[src/rtl/tdm_rx_slot_dma.sv]
module tdm_rx_slot_dma #(
  parameter int SLOTS  = 4,
  parameter int WORD_W = 16
) (
  input  logic                      clk,
  input  logic                      rst_n,
  input  logic                      sclk_en,
  input  logic                      fsync,
  input  logic                      sdata_in,
  input  logic [SLOTS-1:0]          slot_mask,
  input  logic                      dma_mode,
  input  logic [SLOTS-1:0]          dma_ack,
  input  logic [SLOTS-1:0]          ovw_clr,
  output logic [SLOTS*WORD_W-1:0]   slot_data,
  output logic [SLOTS-1:0]          dma_req,
  output logic [SLOTS-1:0]          ovw_flag,
  output logic                      rx_irq
);
  localparam int BCW = (WORD_W > 1) ? $clog2(WORD_W) : 1;
  localparam int SCW = $clog2(SLOTS + 1);

  logic [WORD_W-1:0] shreg;
  logic [BCW-1:0]    bit_cnt;
  logic [SCW-1:0]    slot_cnt;
  logic              synced;
  logic [SLOTS-1:0]  full, cap;
  logic [WORD_W-1:0] data_q [SLOTS];

  wire [WORD_W-1:0] word_nx = {shreg[WORD_W-2:0], sdata_in};
  wire last_bit = sclk_en && !fsync && synced && (bit_cnt == BCW'(WORD_W - 1));

  always_ff @(posedge clk or negedge rst_n) begin
    if (!rst_n) begin
      shreg    <= '0;
      bit_cnt  <= '0;
      slot_cnt <= '0;
      synced   <= 1'b0;
    end else if (sclk_en) begin
      shreg <= word_nx;
      if (fsync) begin
        bit_cnt  <= BCW'(1);
        slot_cnt <= '0;
        synced   <= 1'b1;
      end else if (last_bit) begin
        bit_cnt <= '0;
        if (slot_cnt != SCW'(SLOTS)) slot_cnt <= slot_cnt + 1'b1;
      end else if (synced) begin
        bit_cnt <= bit_cnt + 1'b1;
      end
    end
  end

  always_ff @(posedge clk or negedge rst_n) begin
    if (!rst_n) rx_irq <= 1'b0;
    else        rx_irq <= !dma_mode && (|cap);
  end

  assign dma_req = dma_mode ? full : '0;

  for (genvar i = 0; i < SLOTS; i++) begin : g_slot
    assign cap[i] = last_bit && (slot_cnt == SCW'(i)) && slot_mask[i];
    assign slot_data[i*WORD_W +: WORD_W] = data_q[i];

    always_ff @(posedge clk or negedge rst_n) begin
      if (!rst_n) begin
        data_q[i]   <= '0;
        full[i]     <= 1'b0;
        ovw_flag[i] <= 1'b0;
      end else begin
        if (cap[i]) data_q[i] <= word_nx;
        full[i]     <= cap[i] || (full[i] && !dma_ack[i]);
        ovw_flag[i] <= (cap[i] && full[i] && !dma_ack[i]) || (ovw_flag[i] && !ovw_clr[i]);
      end
    end

    a_r3_data_hold: assert property (@(posedge clk) disable iff (!rst_n)
      !cap[i] |=> $stable(data_q[i]));
    a_r4_capture_fills: assert property (@(posedge clk) disable iff (!rst_n)
      cap[i] |=> full[i]);
    a_r5_ack_empties: assert property (@(posedge clk) disable iff (!rst_n)
      (dma_ack[i] && !cap[i]) |=> !full[i]);
    a_r6_ack_with_capture: assert property (@(posedge clk) disable iff (!rst_n)
      (dma_ack[i] && cap[i]) |=> (full[i] && $stable(ovw_flag[i])));
    a_r7_flag_sticky: assert property (@(posedge clk) disable iff (!rst_n)
      (ovw_flag[i] && !ovw_clr[i]) |=> ovw_flag[i]);
  end

  a_r1_no_capture_on_sync: assert property (@(posedge clk) disable iff (!rst_n)
    (sclk_en && fsync) |-> (cap == '0));
  a_r2_slot_bound: assert property (@(posedge clk) disable iff (!rst_n)
    slot_cnt <= SCW'(SLOTS));
  a_r8_no_req_irq_mode: assert property (@(posedge clk) disable iff (!rst_n)
    !dma_mode |-> (dma_req == '0));
  a_r8_irq_one_cycle: assert property (@(posedge clk) disable iff (!rst_n)
    (rx_irq && cap == '0) |=> !rx_irq);
endmodule

[config.mk]
export PLATFORM = sky130hd
export DESIGN_NAME = tdm_rx_slot_dma
export DESIGN_NICKNAME = d
export VERILOG_FILES = /design/src/rtl/tdm_rx_slot_dma.sv
export SDC_FILE = /design/constraint.sdc
export NUM_CORES = 1
export LEC_CHECK = 0
export ABC_AREA = 1
export CAP_MARGIN = 30
export CORE_UTILIZATION = 46
export DETAILED_ROUTE_END_ITERATION = 12
export MAX_ROUTING_LAYER = met4
export PLACE_DENSITY = 0.75
export SYNTH_ARGS = -nofsm -noshare
export SYNTH_HDL_FRONTEND = slang
export SYNTH_SLANG_ARGS = --single-unit
export TNS_END_PERCENT = 100
[constraint.sdc]
create_clock -name clk -period 1.56 [get_ports clk]
set_input_delay 0.234 -clock clk [delete_from_list [all_inputs] [get_ports clk]]
set_output_delay 0.234 -clock clk [all_outputs]
set_load 0.01 [all_outputs]
# After elaboration in Yosys (flattened, before gate mapping)

Index checks and enable logic that the tools add are counted.

Flip-flop bits (word level): 96
Output and inout port bits: 73

Reduce and logical (&&, ||, !) cells: 54
Add/sub/neg operators: 2
Equal/unequal tests: 5
Mux-type cells: 7

Operator list:

| kind                | count |
|---|---|
| $logic_and 1x1->1   | 28 |
| $mux 4              | 4 |
| $logic_not 1->1     | 10 |
| $mux 3              | 3 |
| $logic_or 1x1->1    | 8 |
| $eq 3x2->1 const B  | 2 |
| $add 4x1->4 const B | 1 |
| $eq 4x4->1 const B  | 1 |
| $reduce_and 2->1    | 2 |
| $reduce_bool 2->1   | 2 |
| $reduce_or 4->1     | 1 |
| $add 3x1->3 const B | 1 |
| $eq 3x1->1 const B  | 1 |
| $logic_not 3->1     | 1 |
| $ne 3x3->1 const B  | 1 |
| $reduce_and 3->1    | 1 |
| $reduce_bool 3->1   | 1 |

# Depth between registers and ports, before layout

Depth after elaboration: 9
Depth in mapped cells: 8

# Least setup slack after synthesis

Ideal clock, no wire load.

Path kind: register to register
Start: reg bit_cnt[0]
End: reg data_q (netlist bit slot_data[30])
Arrival: 1.287 ns
Stages on the path, launching flop included: 8
Library setup time: 0.120 ns
Slack: 0.153 ns
Clock period less this slack: 1.407 ns
Buffers on the path: 1
Cells stage by stage: dfrtp_1 ha_1 nand3_4 nor2_8 nand2_4 buf_6 nand2_1 o21ai_2

Longest elaborated chain between the ends: 4

RTL lines:

| element                        | line | source |
|---|---|---|
| start, declared                | 23   | `logic [BCW-1:0] bit_cnt;` |
| start signal, assigned         | 48   | `bit_cnt <= bit_cnt + 1'b1;` |
| $eq 4x4->1                     | 30   | `wire last_bit = sclk_en && !fsync && synced && (bit_cnt == BCW'(WORD_W - 1));` |
| $logic_and 1x1->1              | 30   |  |
| $logic_and 1x1->1 (2 in a row) | 61   | `assign cap[i] = last_bit && (slot_cnt == SCW'(i)) && slot_mask[i];` |
| end signal, assigned by index  | 70   | `if (cap[i]) data_q[i] <= word_nx;` |
| end, declared                  | 27   | `logic [WORD_W-1:0] data_q [SLOTS];` |

No other way between the ends.
A chain may end at the register's enable or synchronous reset.

# Worst setup path in the final report

Start: reg data_q (netlist bit slot_data[23])
End: out slot_data[23]

RTL lines:

| element       | line | source |
|---|---|---|
| end, declared | 14   | `output logic [SLOTS*WORD_W-1:0] slot_data,` |

No word-level cell between the ends.

==> flow_summary.yaml <==
power:
  netSwitchingFraction_pct: 25.4
  p_comb_share_pct: 8.1
  switching_power_mw: 1.17
  intPower_mw: 3.44
  p_leak_nw: 2.59
  power_density_nw_per_um2: 875
  peakVddDrop_v: 0.000685
  finalPower_mw: 4.62
  pwr-share-clk_pct: 35.3
  p_seq_share_pct: 56.6
synth:
  syn_nets: 400
  syn_avg_cell_area_um2: 10.4
  seq_area_frac_synth_pct: 61.2
  synth_edf_count: 0
  ys_seq_elements: 96
  netlist_instances: 376
  synthMostInstantiatedCell: "nand2_1"
  ys.flop_type: "dfrtp_1"
  yosysTopAreaCellShare_pct: 61.2
  synth_warnings: 0
  synthArstFlopShare_pct: 100
  yosysTopAreaCell: "dfrtp_1"
  syn-cell-area_um2: 3920
  synthTopCellsByCount: "nand2_1 (106), dfrtp_1 (96), o21ai_1 (45), inv_1 (38), o21ai_0 (22)"
  synthTopCellsByArea: "dfrtp_1 (61%), nand2_1 (10%), o21ai_1 (5.7%)"
  synth_cell_types: 21
worst_setup_path:
  r2r_setup_slack_ns: 0.07
  crit_buf_inv: 1
  slowest_delay_ns: 0.54
  ff2ff_path_depth: 7
  startpoint: "slot_data[23]$_DFFE_PN0P_"
  end_kind: "output pin"
  cp_data_arrival_time_ns: 1.28
  start_kind: "flip-flop"
  r2r_start: "bit_cnt[1]$_DFFE_PN0P_"
  worst_ep_required_time_ns: 1.33
  path_max_fanout: 2
  slowest_stage: "clkdlybuf4s50_1"
  worstPathCellList: "clkdlybuf4s50_1"
  cp_top_family: "buffers and inverters"
  crit_type: "flip-flop to output pin"
  r2r_end: "slot_data[32]$_DFFE_PN0P_"
clock_network:
  htree_levels: 3
  cts_buffer_depth: 2
  clk_pin_slew_ns: 0.10
  insertion_delay_ns: 0.35
  cts_made_buffers: 9
  clock-root-buffer: "clkbuf_8"
  cts_sinks: 96
  tritoncts: "built"
detailed_routing:
  via_per_inst: 4.92
  drc_errors: 0
  drtIter0Drc: 140
  dr.pass1.iters: 4
  vias: 2913
  avgRoutedWirePerCell_um: 14.7
  antenna_left: 0
  routed_wl_um: 8690
grt:
  grt_pass1_vias: 2769
  grt_antenna_before_repair: 0
  grt_max_degree: 35
  grt_first_pass_wirelength_um: 13600
  grt-ovfl-total: 0
  grtUsageTotal_pct: 20.9
outcome:
  status: "completed"
die:
  num_rows: 33
  ios: 91
  core_area_um2: 8220
  start_util_pct: 47.7
  die_w_um: 94.3
  dieHeight_um: 94.3
  dieArea_um2: 8900
sta:
  timing_hold_violations_final: 0
  worst_pin_slew_ns: 0.414
  clock-skew-final_ns: 0.00720
  max_freq_ghz: 0.660
  relSlewSlack_pct: 72.4
  fin_tns_setup_ns: 0
  period_needed_ns: 1.51
  drv_slew: 0
  fin_crit_sh_pct: 97.1
  setup_viol: 0
place:
  port_buffers: 90
  globalplace.congestion: 0.746
  dpl.hpwl_um: 5910
layout:
  postLayoutCoreUtil_pct: 64.2
  area_delta_synth_final_pct: 34.4
  diodes: 0
  drive_gt1_share_pct: 14.4
  final_nets: 506
flow_run:
  max-cap-violations: 0
worst_hold_path:
  hold_path.class: "primary input to async pin"
[worst register-to-register path: cells and delay by family, from the launching register on]
family | cells | cell delay [ns]
and+or+nand+nor | 4 | 0.55
DFF | 1 | 0.42
buffers and inverters | 1 | 0.18
AOI/OAI and AO/OA | 1 | 0.07
adders and majority gates | 1 | 0.17
[state kept, by name (all words and copies together) (netlist names)]
| name | cells |
|---|---|
| synced | 1 |
| full | 4 |
| bit_cnt | 4 |
| slot_data | 64 |
| rx_irq | 1 |
| ovw_flag | 4 |
| slot_cnt | 3 |
| shreg | 15 |
[worst max-delay path by stage]
stage / depth (start not counted) / slack, ns / endpoint
after floorplan: 7 / 0.15 / slot_data[30]$_DFFE_PN0P_
after global placement: 4 / -0.15 / dma_req[0]
after detailed placement: 4 / -0.15 / dma_req[0]
after CTS: 1 / 0.01 / slot_data[19]
after global routing: 7 / -0.01 / slot_data[45]$_DFFE_PN0P_
final: 1 / 0.05 / slot_data[23]
[placed cells by master, fill, tap and decap left out, types with 2 or more instances in the layout]
| master | count |
|---|---|
| o21ai_0 | 22 |
| ha_1 | 5 |
| nand2_4 | 4 |
| dlygate4sd2_1 | 5 |
| buf_4 | 13 |
| nand4_1 | 2 |
| clkinv_4 | 2 |
| clkbuf_8 | 9 |
| nand3_4 | 2 |
| dfrtp_1 | 95 |
| nor2_4 | 2 |
| nor2_1 | 3 |
| o21ai_1 | 45 |
| clkdlybuf4s50_1 | 78 |
| o21ai_2 | 19 |
| o22ai_2 | 4 |
| dlymetal6s2s_1 | 6 |
| buf_12 | 7 |
| inv_1 | 38 |
| nand3_1 | 6 |
| nand2_1 | 106 |
[metal layers]
metal / share of wire, % / GRT usage [%] / routed length [um]
met1: 45 / 27.5 / 3920
met2: 48 / 32.1 / 4180
met3: 5.6 / 4.35 / 485
met4: 1.2 / 7.95 / 103
met5: 0 / - / 0
[kinds of logic (layout without fill, tap and decap cells)]
family | Yosys count | count (layout) | synth area share [%]
flops | 96 | 96 | 61.2
compound gates | 93 | 93 | 14.6
simple gates | 126 | 127 | 14.3
buf+inv | 54 | 164 | 7.72
fa+ha+maj | 6 | 6 | 1.91
xor+xnor | 1 | 1 | 0.223
[final cells by class]
| class | count | area, um2 |
|---|---|---|
| Fill cell | 698 | 2940 |
| Sequential cell | 96 | 2400 |
| Tap cell | 105 | 131 |
| Multi-Input combinational cell | 227 | 1250 |
| Inverter | 38 | 143 |
| Timing Repair Buffer | 110 | 1150 |
| Clock inverter | 6 | 68.8 |
| Clock buffer | 10 | 128 |
[metrics by stage]
step	setup slack [ns]	std cells	cell area, um2	hold WS (ns)
after floorplan	0.153	376	3920	-0.0616
after global placement	-0.149	572	5010	0.191
after detailed placement	-0.152	572	5010	0.192
after CTS	0.0121	589	5210	0.337
after global routing	-0.0149	592	5270	0.372
final	0.0460	592	5270	0.339
[power by group through the flow]
stage	Clock [mW]	Combinational (mW)	Sequential, mW
after floorplan	0	0.181	2.65
after global placement	0	0.342	2.65
after detailed placement	0	0.352	2.66
after CTS	1.66	0.356	2.61
after global routing	1.77	0.429	2.62
final	1.63	0.373	2.61
[repair_timing]
item                                    CTS  global route
endpoints found under the setup margin    6            69
gates cloned                              0             1
resized for setup                         5            12
hold buffers                              1             0
hold endpoints to repair                 28             0
buffers inserted                          0             2
pin swaps                                 1             1
(Power assumes the default switching activity.)
